--- src/rtl/ofs_pkg.sv ---
package ofs_pkg;
    localparam logic [2:0] OP_FETCH   = 3'd0;
    localparam logic [2:0] OP_STORE   = 3'd1;
    localparam logic [2:0] OP_STFETCH = 3'd2;
    localparam logic [2:0] OP_SS1     = 3'd3;
    localparam logic [2:0] OP_SS2     = 3'd4;

    localparam logic [2:0] MC_INIT  = 3'd0;
    localparam logic [2:0] MC_CONT  = 3'd1;
    localparam logic [2:0] MC_AINC  = 3'd2;
    localparam logic [2:0] MC_PAGE  = 3'd3;
    localparam logic [2:0] MC_STORE = 3'd4;

    typedef enum logic [1:0] {SQ_IDLE, SQ_SEND, SQ_WAIT} seq_st_e;
endpackage

--- src/rtl/ofs_queue.sv ---
module ofs_queue #(
    parameter int DEPTH = 3,
    parameter int W     = 8
) (
    input  logic         clk,
    input  logic         rst_n,
    input  logic         push,
    input  logic [W-1:0] din,
    input  logic         pop,
    output logic [W-1:0] dout,
    output logic         full,
    output logic         empty
);
    localparam int PW = (DEPTH > 1) ? $clog2(DEPTH) : 1;
    localparam int CW = $clog2(DEPTH + 1);

    typedef struct packed {
        logic [DEPTH-1:0][W-1:0] mem;
        logic [PW-1:0]           rd;
        logic [PW-1:0]           wr;
        logic [CW-1:0]           cnt;
    } qst_t;

    qst_t q_q, q_d;

    always_comb begin
        q_d = q_q;
        if (push) begin
            q_d.mem[q_q.wr] = din;
            q_d.wr = (q_q.wr == PW'(DEPTH - 1)) ? '0 : q_q.wr + 1'b1;
        end
        if (pop) begin
            q_d.rd = (q_q.rd == PW'(DEPTH - 1)) ? '0 : q_q.rd + 1'b1;
        end
        q_d.cnt = q_q.cnt + CW'(push) - CW'(pop);
    end

    always_ff @(posedge clk) begin
        if (!rst_n) q_q <= '0;
        else        q_q <= q_d;
    end

    assign dout  = q_q.mem[q_q.rd];
    assign full  = (q_q.cnt == CW'(DEPTH));
    assign empty = (q_q.cnt == '0);
endmodule

--- src/rtl/ofs_bufpool.sv ---
module ofs_bufpool #(
    parameter int NBUF = 6,
    localparam int BW  = $clog2(NBUF)
) (
    input  logic            clk,
    input  logic            rst_n,
    input  logic            alloc,
    input  logic [NBUF-1:0] release_mask,
    output logic            any_free,
    output logic [BW-1:0]   free_id
);
    logic [NBUF-1:0] busy_q, busy_d, set_vec;

    always_comb begin
        any_free = 1'b0;
        free_id  = '0;
        for (int i = NBUF - 1; i >= 0; i--) begin
            if (!busy_q[i]) begin
                any_free = 1'b1;
                free_id  = BW'(i);
            end
        end
    end

    for (genvar g = 0; g < NBUF; g++) begin : g_set
        assign set_vec[g] = alloc && any_free && (free_id == BW'(g));
    end

    always_comb begin
        busy_d = (busy_q & ~release_mask) | set_vec;
    end

    always_ff @(posedge clk) begin
        if (!rst_n) busy_q <= '0;
        else        busy_q <= busy_d;
    end
endmodule

--- src/rtl/ofs_seq.sv ---
module ofs_seq
    import ofs_pkg::*;
#(
    parameter int AW      = 32,
    parameter int LEN_W   = 8,
    parameter int BUF_W   = 3,
    parameter int DW_LG   = 3,
    parameter int LINE_LG = 8,
    parameter int PAGE_LG = 12,
    parameter int ACK_WIN = 4
) (
    input  logic             clk,
    input  logic             rst_n,
    input  logic             head_valid,
    input  logic [2:0]       head_op,
    input  logic [AW-1:0]    head_addr,
    input  logic [LEN_W-1:0] head_len,
    input  logic [BUF_W-1:0] head_buf,
    input  logic             mack,
    output logic             mreq_valid,
    output logic [2:0]       mreq_cmd,
    output logic [AW-1:0]    mreq_addr,
    output logic [BUF_W-1:0] mreq_buf,
    output logic             pop
);
    localparam int TW = $clog2(ACK_WIN + 1);

    typedef struct packed {
        seq_st_e       st;
        logic [2:0]    cmd;
        logic [AW:0]   cur;
        logic          page_sent;
        logic [TW-1:0] timer;
    } sst_t;

    sst_t s_q, s_d;

    logic        store_rule;
    logic [AW:0] last_byte;
    logic [AW:0] nxt;

    function automatic logic [2:0] plan_cmd(input logic first, input logic st_rule,
                                            input logic [AW:0] c, input logic pg_sent);
        logic [2:0] r;
        if (first)                            r = st_rule ? MC_STORE : MC_INIT;
        else if (st_rule)                     r = MC_STORE;
        else if (c[LINE_LG-1:0] == '0) begin
            if (c[PAGE_LG-1:0] == '0 && !pg_sent) r = MC_PAGE;
            else                                  r = MC_AINC;
        end
        else                                  r = MC_CONT;
        return r;
    endfunction

    assign store_rule = (head_op == OP_STORE) || (head_op == OP_SS2);
    assign last_byte  = {1'b0, head_addr} + (AW + 1)'(head_len);

    always_comb begin
        if (store_rule) nxt = {s_q.cur[AW:LINE_LG] + 1'b1, LINE_LG'(0)};
        else            nxt = {s_q.cur[AW:DW_LG] + 1'b1, DW_LG'(0)};
    end

    always_comb begin
        s_d = s_q;
        pop = 1'b0;
        unique case (s_q.st)
            SQ_IDLE: begin
                if (head_valid) begin
                    s_d.cur       = {1'b0, head_addr};
                    s_d.page_sent = 1'b0;
                    s_d.cmd       = plan_cmd(1'b1, store_rule, {1'b0, head_addr}, 1'b0);
                    s_d.st        = SQ_SEND;
                end
            end
            SQ_SEND: begin
                s_d.st    = SQ_WAIT;
                s_d.timer = '0;
            end
            SQ_WAIT: begin
                if (mack) begin
                    if (s_q.cmd == MC_PAGE) begin
                        s_d.page_sent = 1'b1;
                        s_d.cmd       = plan_cmd(1'b0, store_rule, s_q.cur, 1'b1);
                        s_d.st        = SQ_SEND;
                    end else if (nxt > last_byte) begin
                        pop      = 1'b1;
                        s_d.st   = SQ_IDLE;
                    end else begin
                        s_d.cur       = nxt;
                        s_d.page_sent = 1'b0;
                        s_d.cmd       = plan_cmd(1'b0, store_rule, nxt, 1'b0);
                        s_d.st        = SQ_SEND;
                    end
                end else if (s_q.timer == TW'(ACK_WIN - 1)) begin
                    s_d.st = SQ_SEND;
                end else begin
                    s_d.timer = s_q.timer + 1'b1;
                end
            end
            default: s_d.st = SQ_IDLE;
        endcase
    end

    always_ff @(posedge clk) begin
        if (!rst_n) s_q <= '{st: SQ_IDLE, cmd: '0, cur: '0, page_sent: 1'b0, timer: '0};
        else        s_q <= s_d;
    end

    assign mreq_valid = (s_q.st == SQ_SEND);
    assign mreq_cmd   = s_q.cmd;
    assign mreq_addr  = s_q.cur[AW-1:0];
    assign mreq_buf   = head_buf;
endmodule

--- src/rtl/ofs_top.sv ---
module ofs_top
    import ofs_pkg::*;
#(
    parameter int AW      = 32,
    parameter int LEN_W   = 8,
    parameter int QDEPTH  = 3,
    parameter int NBUF    = 6,
    parameter int DW_LG   = 3,
    parameter int LINE_LG = 8,
    parameter int PAGE_LG = 12,
    parameter int ACK_WIN = 4,
    localparam int BUF_W  = $clog2(NBUF),
    localparam int EW     = 3 + AW + LEN_W + BUF_W
) (
    input  logic             clk,
    input  logic             rst_n,
    input  logic             req_valid,
    input  logic [2:0]       req_op,
    input  logic [AW-1:0]    req_addr,
    input  logic [LEN_W-1:0] req_len,
    output logic             acc_avail,
    output logic             acc_block,
    output logic             acc_hold,
    output logic             alloc_valid,
    output logic [BUF_W-1:0] alloc_id,
    output logic [DW_LG-1:0] rot_amt,
    input  logic [NBUF-1:0]  buf_release,
    output logic             mreq_valid,
    output logic [2:0]       mreq_cmd,
    output logic [AW-1:0]    mreq_addr,
    output logic [BUF_W-1:0] mreq_buf,
    input  logic             mack
);
    typedef struct packed {
        logic             ss_pend;
        logic             av;
        logic [BUF_W-1:0] aid;
        logic [DW_LG-1:0] rot;
    } tst_t;

    tst_t t_q, t_d;

    logic             q_full, q_empty, q_pop, any_free, allowed, accept;
    logic [BUF_W-1:0] free_id;
    logic [EW-1:0]    q_din, q_dout;
    logic [2:0]       h_op;
    logic [AW-1:0]    h_addr;
    logic [LEN_W-1:0] h_len;
    logic [BUF_W-1:0] h_buf;

    assign acc_hold  = q_full;
    assign acc_block = !any_free;
    assign acc_avail = !q_full && any_free;

    assign allowed = t_q.ss_pend ? (req_op == OP_SS2) : (req_op <= OP_SS1);
    assign accept  = req_valid && acc_avail && allowed;

    always_comb begin
        t_d    = t_q;
        t_d.av = accept;
        if (accept) begin
            t_d.aid = free_id;
            t_d.rot = req_addr[DW_LG-1:0] + req_len[DW_LG-1:0] + 1'b1;
            if (req_op == OP_SS1) t_d.ss_pend = 1'b1;
            if (req_op == OP_SS2) t_d.ss_pend = 1'b0;
        end
    end

    always_ff @(posedge clk) begin
        if (!rst_n) t_q <= '0;
        else        t_q <= t_d;
    end

    assign alloc_valid = t_q.av;
    assign alloc_id    = t_q.aid;
    assign rot_amt     = t_q.rot;

    assign q_din = {req_op, req_addr, req_len, free_id};
    assign {h_op, h_addr, h_len, h_buf} = q_dout;

    ofs_queue #(.DEPTH(QDEPTH), .W(EW)) u_queue (
        .clk(clk), .rst_n(rst_n), .push(accept), .din(q_din), .pop(q_pop),
        .dout(q_dout), .full(q_full), .empty(q_empty)
    );

    ofs_bufpool #(.NBUF(NBUF)) u_pool (
        .clk(clk), .rst_n(rst_n), .alloc(accept), .release_mask(buf_release),
        .any_free(any_free), .free_id(free_id)
    );

    ofs_seq #(
        .AW(AW), .LEN_W(LEN_W), .BUF_W(BUF_W), .DW_LG(DW_LG),
        .LINE_LG(LINE_LG), .PAGE_LG(PAGE_LG), .ACK_WIN(ACK_WIN)
    ) u_seq (
        .clk(clk), .rst_n(rst_n), .head_valid(!q_empty), .head_op(h_op),
        .head_addr(h_addr), .head_len(h_len), .head_buf(h_buf), .mack(mack),
        .mreq_valid(mreq_valid), .mreq_cmd(mreq_cmd), .mreq_addr(mreq_addr),
        .mreq_buf(mreq_buf), .pop(q_pop)
    );
endmodule

--- config.mk ---
export PLATFORM = sky130hd
export DESIGN_NAME = ofs_top
export DESIGN_NICKNAME = d
export VERILOG_FILES = /design/src/rtl/ofs_pkg.sv /design/src/rtl/ofs_queue.sv /design/src/rtl/ofs_bufpool.sv /design/src/rtl/ofs_seq.sv /design/src/rtl/ofs_top.sv
export SDC_FILE = /design/constraint.sdc
export NUM_CORES = 1
export LEC_CHECK = 0
export BUFFER_PORTS_ARGS = -buffer_cell sky130_fd_sc_hd__buf_2
export CAP_MARGIN = 20
export CORE_MARGIN = 1
export CORE_UTILIZATION = 45
export DETAILED_ROUTE_END_ITERATION = 8
export HOLD_SLACK_MARGIN = 0.15
export MAX_ROUTING_LAYER = met4
export PLACE_DENSITY = 0.67
export RECOVER_POWER = 100
export SETUP_SLACK_MARGIN = 0.2
export SLEW_MARGIN = 20
export SYNTH_ARGS = -nofsm -noshare
export SYNTH_HDL_FRONTEND = slang
export SYNTH_HIERARCHICAL = 1
export SYNTH_SLANG_ARGS = --single-unit
--- constraint.sdc ---
create_clock -name clk -period 5.2 [get_ports clk]
set_input_delay 0.52 -clock clk [delete_from_list [all_inputs] [get_ports clk]]
set_output_delay 0.52 -clock clk [all_outputs]
set_load 0.005 [all_outputs]
==> results.yml, run 1 <==
status:
  run_status: "finished with violations"
  failed_checks: "capacitance limit, slew limit"
floorplanning:
  core_footprint_um2: 25300
  die_x_um: 163
  core.rowCount: 58
  io_pins: 102
  fp.dieArea_um2: 26500
  initial_utilization: 0.461
  die-height_um: 163
cts:
  ctsLongestPathBuffers: 2
  clk_transition_reported_paths_ns: 0.07
  cts_buffers: 17
  cts-hold-fix-buffers: 0
  worst_skew_late_latency_ns: 0.43
  cts_tree: "yes"
  clock_tree.root_cell: "clkbuf_16"
  cts_max_level: 4
  tritoncts_num_sinks: 199
global_route:
  antenna_violations_before_repair: 0
  track_usage: 0.226
  grt_pass1_wl_um: 46900
  grt_overflow: 0
  maximum_number_of_pins_on_one_net_before_global_route_repair: 164
  via_count_of_the_first_global_routing_pass: 9073
finish:
  final_cells: 1727
  final_core_utilization: 0.528
  n_antenna_cell: 0
  multi_input_comb_area_um2: 7080
  area_growth_pct: 14.6
  filler_cells_inserted: 2345
  finalInstanceArea_um2: 13300
  layout-drive-gt1-share: 0.175
  sequential_standard_cell_area_um2: 3990
  finalNetCount: 1488
power_and_ir_drop:
  power.share.switching: 0.327
  p_int_mw: 2.72
  power.sequential.fraction: 0.416
  p_comb_frac: 0.253
  leakagePower_nw: 5.65
  power.net_switching_mw: 1.32
  clkPwrFrac: 0.331
  power_density_nw_per_um2: 303
  ir_drop_mv: 0.203
timing:
  slew_violations: 125
  timing.final.setup_violations: 0
  least_margin_pin_slew_ns: 1.83
  finalCriticalPeriod_ns: 4.97
  max-slew-margin-rel: -0.219
  setup_repair_after_global_routing_missed_its_margin: "yes"
  final.period_utilization: 0.956
  final.setup_skew_ns: 0.00943
  clock.fmax_mhz: 201
  finalWorstSetupSlack_ns: 0.226
  timing_hold_violations_final: 0
synthesis:
  post_synth_num_cell_types: 83
  synth_area_um2: 11600
  postSynth.asyncResetShare: 0
  ys_dominant_reg_cell: "dfxtp_1"
  synth_edf_count: 0
  synth_seq_area_share: 0.342
  postSynthNetCount: 1421
  syn_area_per_cell_um2: 8.84
  count_of_state_elements_after_synthesis: 199
  postSynthCellCount: 1317
  ys_warn_count: 6
worst_setup_path:
  timing.setup.critical_path_class: "flop to flop"
  worstSetupStartpointType: "flop"
  path_max_fanout: 8
  cp_peak_stage_delay_ns: 0.42
  worstPathBufferInverterCount: 4
  cp_data_arrival_time_ns: 5.34
  worst_ep_required_time_ns: 5.56
  critical_path.top_delay_family: "adder cells"
  worst_path_max_delay_cell: "dfxtp_4"
  worst_path_most_repeated_cell: "ha_1"
  timing.critical_path.to_type: "flop"
placed_design:
  placement.setup.worst_slack_ns: -0.0973
  finalWeightedCongestion: 0.927
  place.port_buffers: 101
  placement.cell_area_um2: 12300
  dp_cells: 1670
  dp.final_hpwl_um: 20200
routing:
  ant_nets: 0
  drt_iter0_drc: 805
  detail_route.drc_violations: 0
  route.detailed.vias_per_inst: 5.53
  drt-pass1-iter-count: 5
  postRouteWirelength_um: 29700
  num_vias: 9557
  wl_per_cell_um: 17.2
job:
  timing.max_cap.violations: 4
hold_path:
  worst_hold_path_type: "primary input to flop"
placed cells by master, fill, tap and decap left out, types with 10 or more instances in the layout:
| master | n |
|---|---|
| xnor2_1 | 35 |
| o21ai_0 | 20 |
| ha_1 | 46 |
| mux2i_1 | 200 |
| inv_1 | 22 |
| a21oi_1 | 29 |
| nor2_1 | 38 |
| nand4_1 | 21 |
| clkbuf_16 | 20 |
| nand3_1 | 30 |
| buf_2 | 77 |
| xor2_1 | 20 |
| o2bb2ai_1 | 43 |
| o22ai_1 | 10 |
| buf_4 | 59 |
| nand2_1 | 265 |
| nand3b_1 | 10 |
| clkbuf_1 | 25 |
| nor3_1 | 11 |
| dfxtp_1 | 197 |
| and3_1 | 12 |
| o21a_1 | 11 |
state kept, by name (all words and copies together) (netlist names):
name and count:
u_queue/q_q 144, u_seq/mreq_addr 32, u_pool/busy_q 6, u_seq/s_q 6, alloc_id 3, rot_amt 3
u_seq/mreq_cmd 3, alloc_valid 1, t_q 1
synthesized netlist by cell type (8+ instances only):
library cell	n	area [um^2]
nand2_1	266	998
mux2i_1	201	2010
dfxtp_1	199	3980
ha_1	49	613
buf_4	48	360
o2bb2ai_1	45	394
clkbuf_1	42	158
nor2_1	38	143
xnor2_1	36	315
a21oi_1	32	160
nand3_1	30	150
inv_1	23	86.3
buf_2	22	110
o21ai_0	21	105
xor2_1	21	184
nand4_1	20	125
nor3_1	17	85.1
nor4_1	13	81.3
and2_1	12	75.1
and3_1	12	75.1
o21a_1	11	82.6
nand3b_1	10	75.1
o22ai_1	10	62.6
nor2b_1	9	56.3
nor3b_1	9	67.6
o211a_1	9	90.1
buf_1	8	30.0
layer usage:
metal  GRT usage  part of all wire
met1       0.312              0.49
met2       0.349              0.45
met3      0.0334             0.053
met4      0.0506             0.011
met5           -                 0
kinds of logic after synthesis:
| family | count (synthesis) | synth area share |
|---|---|---|
| and+or+nand+nor | 474 | 0.195 |
| muxes | 202 | 0.174 |
| DFF | 199 | 0.342 |
| AOI/OAI and AO/OA | 177 | 0.112 |
| buffers and inverters | 153 | 0.0708 |
| xor gates and xnor gates | 61 | 0.0497 |
| adders and majority gates | 51 | 0.0561 |
power groups by stage:
stage                     registers (mW)  clock network (mW)  logic, mW
after floorplan                     1.69                   0      0.701
after global placement              1.71                   0      0.892
after detailed placement            1.72                   0      0.902
after CTS                           1.68                1.37      0.922
after global routing                1.69                1.43       1.11
final                               1.68                1.34       1.02
through the flow:
step           hold slack (ns)  setup TNS (ns)  power (mW)
2_1_floorplan            0.434               0        2.39
3_5_place_dp             0.446          -0.133        2.62
4_1_cts                  0.334               0        3.97
6_report                 0.349               0        4.04
3_3_place_gp             0.442               0        2.61
5_1_grt                  0.340        -0.00387        4.23
worst reg2reg max path: stages (launching register included):
cell and delay [ns]:
dfxtp_4 0.42, buf_8 0.15, mux2i_1 0.19, o2bb2ai_1 0.10
ha_2 0.20, fa_2 0.35, a21o_1 0.20, a21oi_2 0.17
o21ba_4 0.15, o21ai_0 0.06, a21oi_1 0.13, buf_4 0.19
nor4_1 0.08, xnor2_1 0.14, ha_1 0.31, nand4_1 0.22
nor4_4 0.39, nand4_1 0.14, clkbuf_4 0.17, a22oi_2 0.25
nor3_4 0.07, ha_1 0.29, inv_1 0.06, ha_1 0.15
xnor3_1 0.21, nor2b_1 0.12
area by class of cell:
type	count	share of cell area
clock buffers	20	0.0335
inverters	24	0.00675
clock inverters	12	0.0102
flip-flops and latches	199	0.299
well taps	330	0.0310
repair buffers	177	0.0888
multi-input cells	965	0.531
what timing repair did:
item                                    4_1_cts  5_1_grt
pin swaps                                     7       23
resized for setup                            13       39
gates cloned                                  0        3
setup buffers                                 7       15
endpoints found under the setup margin       35       37
endpoints found under the hold margin         0        0
path summary, 6_finish.rpt:
path	start	to	slack (ns)	cells after the start
setup / recovery	u_queue/q_q[4]$_SDFFE_PN0P_	u_queue/q_q[1]$_SDFF_PN0_	0.23	25
hold / removal	buf_release[0]	u_pool/busy_q[0]$_SDFF_PN0_	0.35	3
setup reg to reg	u_queue/q_q[4]$_SDFFE_PN0P_	u_queue/q_q[1]$_SDFF_PN0_	0.23	25
hold reg to reg	u_queue/q_q[81]$_SDFFE_PN0P_	u_queue/q_q[81]$_SDFFE_PN0P_	0.46	2
Note: power is estimated with default switching activity, not from simulation.
==> inputs of run 2 (changes only) <==
--- a/config.mk
+++ b/config.mk
@@ -9,4 +9,4 @@
 export CAP_MARGIN = 20
-export CORE_MARGIN = 1
 export CORE_UTILIZATION = 45
+export CTS_CLUSTER_DIAMETER = 120
 export DETAILED_ROUTE_END_ITERATION = 8
--- a/constraint.sdc
+++ b/constraint.sdc
@@ -3,2 +3,2 @@
 set_output_delay 0.52 -clock clk [all_outputs]
-set_load 0.005 [all_outputs]
+set_load 0.02 [all_outputs]
==> results.yml, run 2 (synthesis gave the netlist of run 1 again) <==
routing:
  detail_route.drc_violations: 0
  ant_nets: 0
  num_vias: 9539
  postRouteWirelength_um: 29800
  drt_iter0_drc: 829
  route.detailed.vias_per_inst: 5.52
  wl_per_cell_um: 17.3
  drt-pass1-iter-count: 5
floorplanning:
  die-height_um: 163
  fp.dieArea_um2: 26500
  initial_utilization: 0.461
  die_x_um: 163
  io_pins: 102
  core.rowCount: 58
  core_footprint_um2: 25300
status:
  failed_checks: "capacitance limit, slew limit"
  run_status: "finished with violations"
finish:
  register_with_the_most_flip_flops: "u_queue/q_q"
  finalNetCount: 1488
  final_core_utilization: 0.527
  largest_register_ffs: 144
  layout.cells.most_common_list: "265 x nand2_1, 200 x mux2i_1, 197 x dfxtp_1"
  filler_cells_inserted: 2357
  final_cells: 1727
  layout_commonest_cell: "nand2_1"
  layout-drive-gt1-share: 0.158
  n_antenna_cell: 0
  area_growth_pct: 14.3
  finalInstanceArea_um2: 13300
worst_setup_path:
  cp_peak_stage_delay_ns: 0.42
  cp_data_arrival_time_ns: 5.34
  worst_path_most_repeated_cell: "ha_1"
  path_max_fanout: 8
  timing.setup.critical_path_class: "flop to flop"
  worstSetupStartpointType: "flop"
  timing.critical_path.to_type: "flop"
  worst_path_max_delay_cell: "dfxtp_4"
  worst_ep_required_time_ns: 5.56
cts:
  clock_tree.root_cell: "clkbuf_16"
  cts_max_level: 4
  cts_buffers: 17
  cts-hold-fix-buffers: 0
  clk_transition_reported_paths_ns: 0.07
  worst_skew_late_latency_ns: 0.44
  ctsLongestPathBuffers: 2
  tritoncts_num_sinks: 199
  cts_tree: "yes"
power_and_ir_drop:
  ir_drop_mv: 0.203
  leakagePower_nw: 5.55
  power_density_nw_per_um2: 307
  finalPower_mw: 4.09
timing:
  final.setup_skew_ns: 0.0119
  timing_hold_violations_final: 0
  clock.fmax_mhz: 201
  final.period_utilization: 0.957
  max-slew-margin-rel: -0.221
  slew_violations: 125
  least_margin_pin_slew_ns: 1.83
  finalWorstSetupSlack_ns: 0.224
  finalCriticalPeriod_ns: 4.98
  timing.final.setup_violations: 0
  setup_repair_after_global_routing_missed_its_margin: "yes"
placed_design:
  place.port_buffers: 101
  dp_cells: 1670
  placement.cell_area_um2: 12300
  dp.final_hpwl_um: 20200
  placement.setup.worst_slack_ns: -0.0973
  finalWeightedCongestion: 0.927
global_route:
  via_count_of_the_first_global_routing_pass: 9073
  grt_overflow: 0
  track_usage: 0.226
  grt_pass1_wl_um: 46900
  maximum_number_of_pins_on_one_net_before_global_route_repair: 164
  antenna_violations_before_repair: 0
job:
  timing.max_cap.violations: 4
hold_path:
  worst_hold_path_type: "primary input to flop"
-- run 2: critical path: cells and delay by family (launching register included) --
family / cells / cell delay (ns)
XOR/XNOR: 2 / 0.35
multiplexers: 1 / 0.19
buffers and inverters: 4 / 0.57
AO/OA/AOI/OAI: 7 / 1.06
flip-flops: 1 / 0.42
adder cells (fa/ha/maj): 5 / 1.30
AND/OR/NAND/NOR: 6 / 1.02
-- run 2: per-layer routing --
layer / wire length, um / vias to the layer above / track usage
met5: 0 / - / -
met4: 320 / 0 / 0.0506
met3: 1480 / 27 / 0.0334
met2: 13400 / 255 / 0.349
met1: 14700 / 4524 / 0.312
li1: - / 4733 / -
-- run 2: where the power goes --
group	switching [mW]	total, mW	internal, mW
Sequential	0.0858	1.68	1.60
Combinational	0.633	1.06	0.430
Clock	0.649	1.34	0.693
Total	1.37	4.09	2.72
-- run 2: final cells by class --
cell class	instances	area, um^2	share of cell area
sequential	199	3990	0.300
clock buffer	20	447	0.0336
inverter	24	90.1	0.00677
multi-input combinational	965	7080	0.532
clock inverter	12	136	0.0102
timing repair buffer	177	1150	0.0868
tap	330	413	0.0310
-- run 2: final timing paths --
kind                            startpoint                             to  slack, ns  cells after the start
max            u_queue/q_q[4]$_SDFFE_PN0P_      u_queue/q_q[1]$_SDFF_PN0_       0.22                     25
min                         buf_release[0]    u_pool/busy_q[0]$_SDFF_PN0_       0.35                      3
max reg2reg    u_queue/q_q[4]$_SDFFE_PN0P_      u_queue/q_q[1]$_SDFF_PN0_       0.22                     25
min reg2reg  u_queue/q_q[117]$_SDFFE_PN0P_  u_queue/q_q[117]$_SDFFE_PN0P_       0.46                      2
-- run 2: what timing repair did --
action	in CTS	in global routing
cloned	0	3
pin swaps	7	23
endpoints found under the setup margin	35	37
resized for setup	13	39
buffers inserted	7	15
endpoints found under the hold margin	0	0
-- run 2: stage by stage --
step	hold slack [ns]	TNS, ns
after floorplan	0.434	0
after global placement	0.442	0
after detailed placement	0.446	-0.133
after CTS	0.334	0
after global routing	0.340	-0.00387
final	0.348	0
==> inputs of run 3 (changes only) <==
- PLACE_DENSITY: 0.67 -> 0.65
- clock period: 5.2 -> 6.1 ns (I/O delays scaled with it)
==> results.yml, run 3 (synthesis gave the netlist of run 1 again) <==
finish:
  layout-drive-gt1-share: 0.113
  n_antenna_cell: 0
  area_growth_pct: 9.15
  layout_commonest_cell: "nand2_1"
  register_with_the_most_flip_flops: "u_queue/q_q"
  finalNetCount: 1452
  largest_register_ffs: 144
  layout.cells.most_common_list: "266 x nand2_1, 201 x mux2i_1, 197 x dfxtp_1"
cts:
  cts_buffers: 17
  tritoncts_num_sinks: 199
  worst_skew_late_latency_ns: 0.44
  clk_transition_reported_paths_ns: 0.08
  ctsLongestPathBuffers: 2
  cts_tree: "yes"
  cts_max_level: 4
  clock_tree.root_cell: "clkbuf_16"
worst_setup_path:
  timing.setup.critical_path_class: "flop to flop"
  worst_path_most_repeated_cell: "ha_1"
  cp_peak_stage_delay_ns: 0.52
  cp-startpoint: "u_queue/q_q[4]$_SDFFE_PN0P_"
  crit_chain: "buf_4, buf_4, o22ai_1, xnor2_1, o21ba_2, nor2_1, nand3_1, nor3_1, xor2_1, ha_1, nand4_1, nor4_4, nand4_1, and2_1, a22oi_2, nor3_4, ha_1, inv_1, ha_1, xnor3_1, nor2b_1"
  cp.depth: 21
  timing.reg2reg.worst_path_depth: 21
  ff2ff_setup_slack_ns: 0.48
  worst_path_max_delay_cell: "dfxtp_2"
  worstPathBufferInverterCount: 3
  cp_data_arrival_time_ns: 5.99
  worstSetupStartpointType: "flop"
  critical_path.reg2reg.startpoint: "u_queue/q_q[4]$_SDFFE_PN0P_"
  path_max_fanout: 20
  timing.critical_path.to_type: "flop"
  critPathCapture: "u_queue/q_q[1]$_SDFF_PN0_"
  critical_path.top_delay_family: "simple AND/OR/NAND/NOR gates"
  crit-reg2reg-capture: "u_queue/q_q[1]$_SDFF_PN0_"
  worst_ep_required_time_ns: 6.47
floorplanning:
  core.rowCount: 58
  core_footprint_um2: 25300
  fp.dieArea_um2: 26500
  io_pins: 102
  initial_utilization: 0.461
  die_x_um: 163
  die-height_um: 163
global_route:
  antenna_violations_before_repair: 0
  maximum_number_of_pins_on_one_net_before_global_route_repair: 158
  via_count_of_the_first_global_routing_pass: 8904
  grt_pass1_wl_um: 46400
  track_usage: 0.225
  grt_overflow: 0
power_and_ir_drop:
  power.share.switching: 0.330
  p_int_mw: 2.32
  power.net_switching_mw: 1.14
  power.sequential.fraction: 0.415
  power_density_nw_per_um2: 272
  ir_drop_mv: 0.160
  p_comb_frac: 0.238
  leakagePower_nw: 5.26
  clkPwrFrac: 0.348
timing:
  least_margin_pin_slew_ns: 2.95
  finalWorstSetupSlack_ns: 0.482
  timing_hold_violations_final: 0
  clock.fmax_mhz: 178
  timing.final.setup_violations: 0
  slew_violations: 418
  final.period_utilization: 0.921
  setup_tns_ns: 0
  final.setup_skew_ns: 0.0148
  finalCriticalPeriod_ns: 5.62
  max-slew-margin-rel: -0.964
  setup_repair_after_global_routing_missed_its_margin: "yes"
placed_design:
  finalWeightedCongestion: 0.903
  place.port_buffers: 101
  dp.final_hpwl_um: 20300
  placement.setup.worst_slack_ns: 0.304
hold_path:
  timing.hold.worst_path_depth: 3
  worst_hold_path_type: "primary input to flop"
status:
  run_status: "finished with violations"
  failed_checks: "capacitance limit, slew limit"
routing:
  drt-pass1-iter-count: 7
  wl_per_cell_um: 17.3
  ant_nets: 0
  drt_iter0_drc: 836
  route.detailed.vias_per_inst: 5.54
  detail_route.drc_violations: 0
  num_vias: 9355
  postRouteWirelength_um: 29200
job:
  timing.max_cap.violations: 7
==> run 3: how the worst min path moves through the flow <==
| stage | startpoint | endpoint |
|---|---|---|
| finish | buf_release[0] | u_pool/busy_q[0]$_SDFF_PN0_ |
| detailed placement | u_queue/q_q[69]$_SDFFE_PN0P_ | u_queue/q_q[69]$_SDFFE_PN0P_ |
| CTS | buf_release[0] | u_pool/busy_q[0]$_SDFF_PN0_ |
| floorplan | u_queue/q_q[52]$_SDFFE_PN0P_ | u_queue/q_q[52]$_SDFFE_PN0P_ |
| global placement | u_queue/q_q[82]$_SDFFE_PN0P_ | u_queue/q_q[82]$_SDFFE_PN0P_ |
| global route | buf_release[0] | u_pool/busy_q[0]$_SDFF_PN0_ |
==> run 3: what timing repair did <==
item / 4_1_cts / 5_1_grt
endpoints found under the setup margin: 0 / 24
setup buffers: 0 / 6
hold buffers: 0 / 0
gates resized for setup: 0 / 4
==> run 3: cell type report <==
| cell class | instances | area [um^2] |
|---|---|---|
| fill | 2431 | 12500 |
| multi-input combinational | 966 | 6870 |
| sequential | 199 | 3990 |
| timing repair buffer | 140 | 727 |
| clock buffer | 20 | 467 |
| tap | 330 | 413 |
| clock inverter | 11 | 153 |
| inverter | 24 | 90.1 |
==> run 3: metal layers <==
layer  wire length (um)  track usage  part of all wire
met3               1440       0.0379             0.049
met4                193       0.0446            0.0066
met5                  0            -                 0
met1              14200        0.311              0.49
met2              13300        0.345              0.46
==> run 3: power by group through the flow <==
stage	Combinational [mW]	Clock [mW]	Sequential, mW
CTS	0.797	1.23	1.43
finish	0.823	1.20	1.43
detailed placement	0.793	0	1.46
global placement	0.784	0	1.46
global route	0.899	1.28	1.45
floorplan	0.627	0	1.44
==> run 3: tightest hold or removal path, stage by stage <==
cell     delay, ns
buf_2         0.07
nand2_1       0.04
o211a_1       0.09
==> run 3: per-stage QoR <==
| step | area (um^2) | power, mW | cells | utilization | hold slack (ns) |
|---|---|---|---|---|---|
| 3_5_place_dp | 12100 | 2.25 | 1652 | 0.480 | 0.447 |
| 3_3_place_gp | 12100 | 2.24 | 1652 | 0.480 | 0.442 |
| 5_1_grt | 12700 | 3.63 | 1690 | 0.503 | 0.424 |
| 6_report | 12700 | 3.46 | 1690 | 0.503 | 0.420 |
| 4_1_cts | 12700 | 3.46 | 1683 | 0.504 | 0.410 |
| 2_1_floorplan | 11600 | 2.06 | 1317 | - | 0.434 |
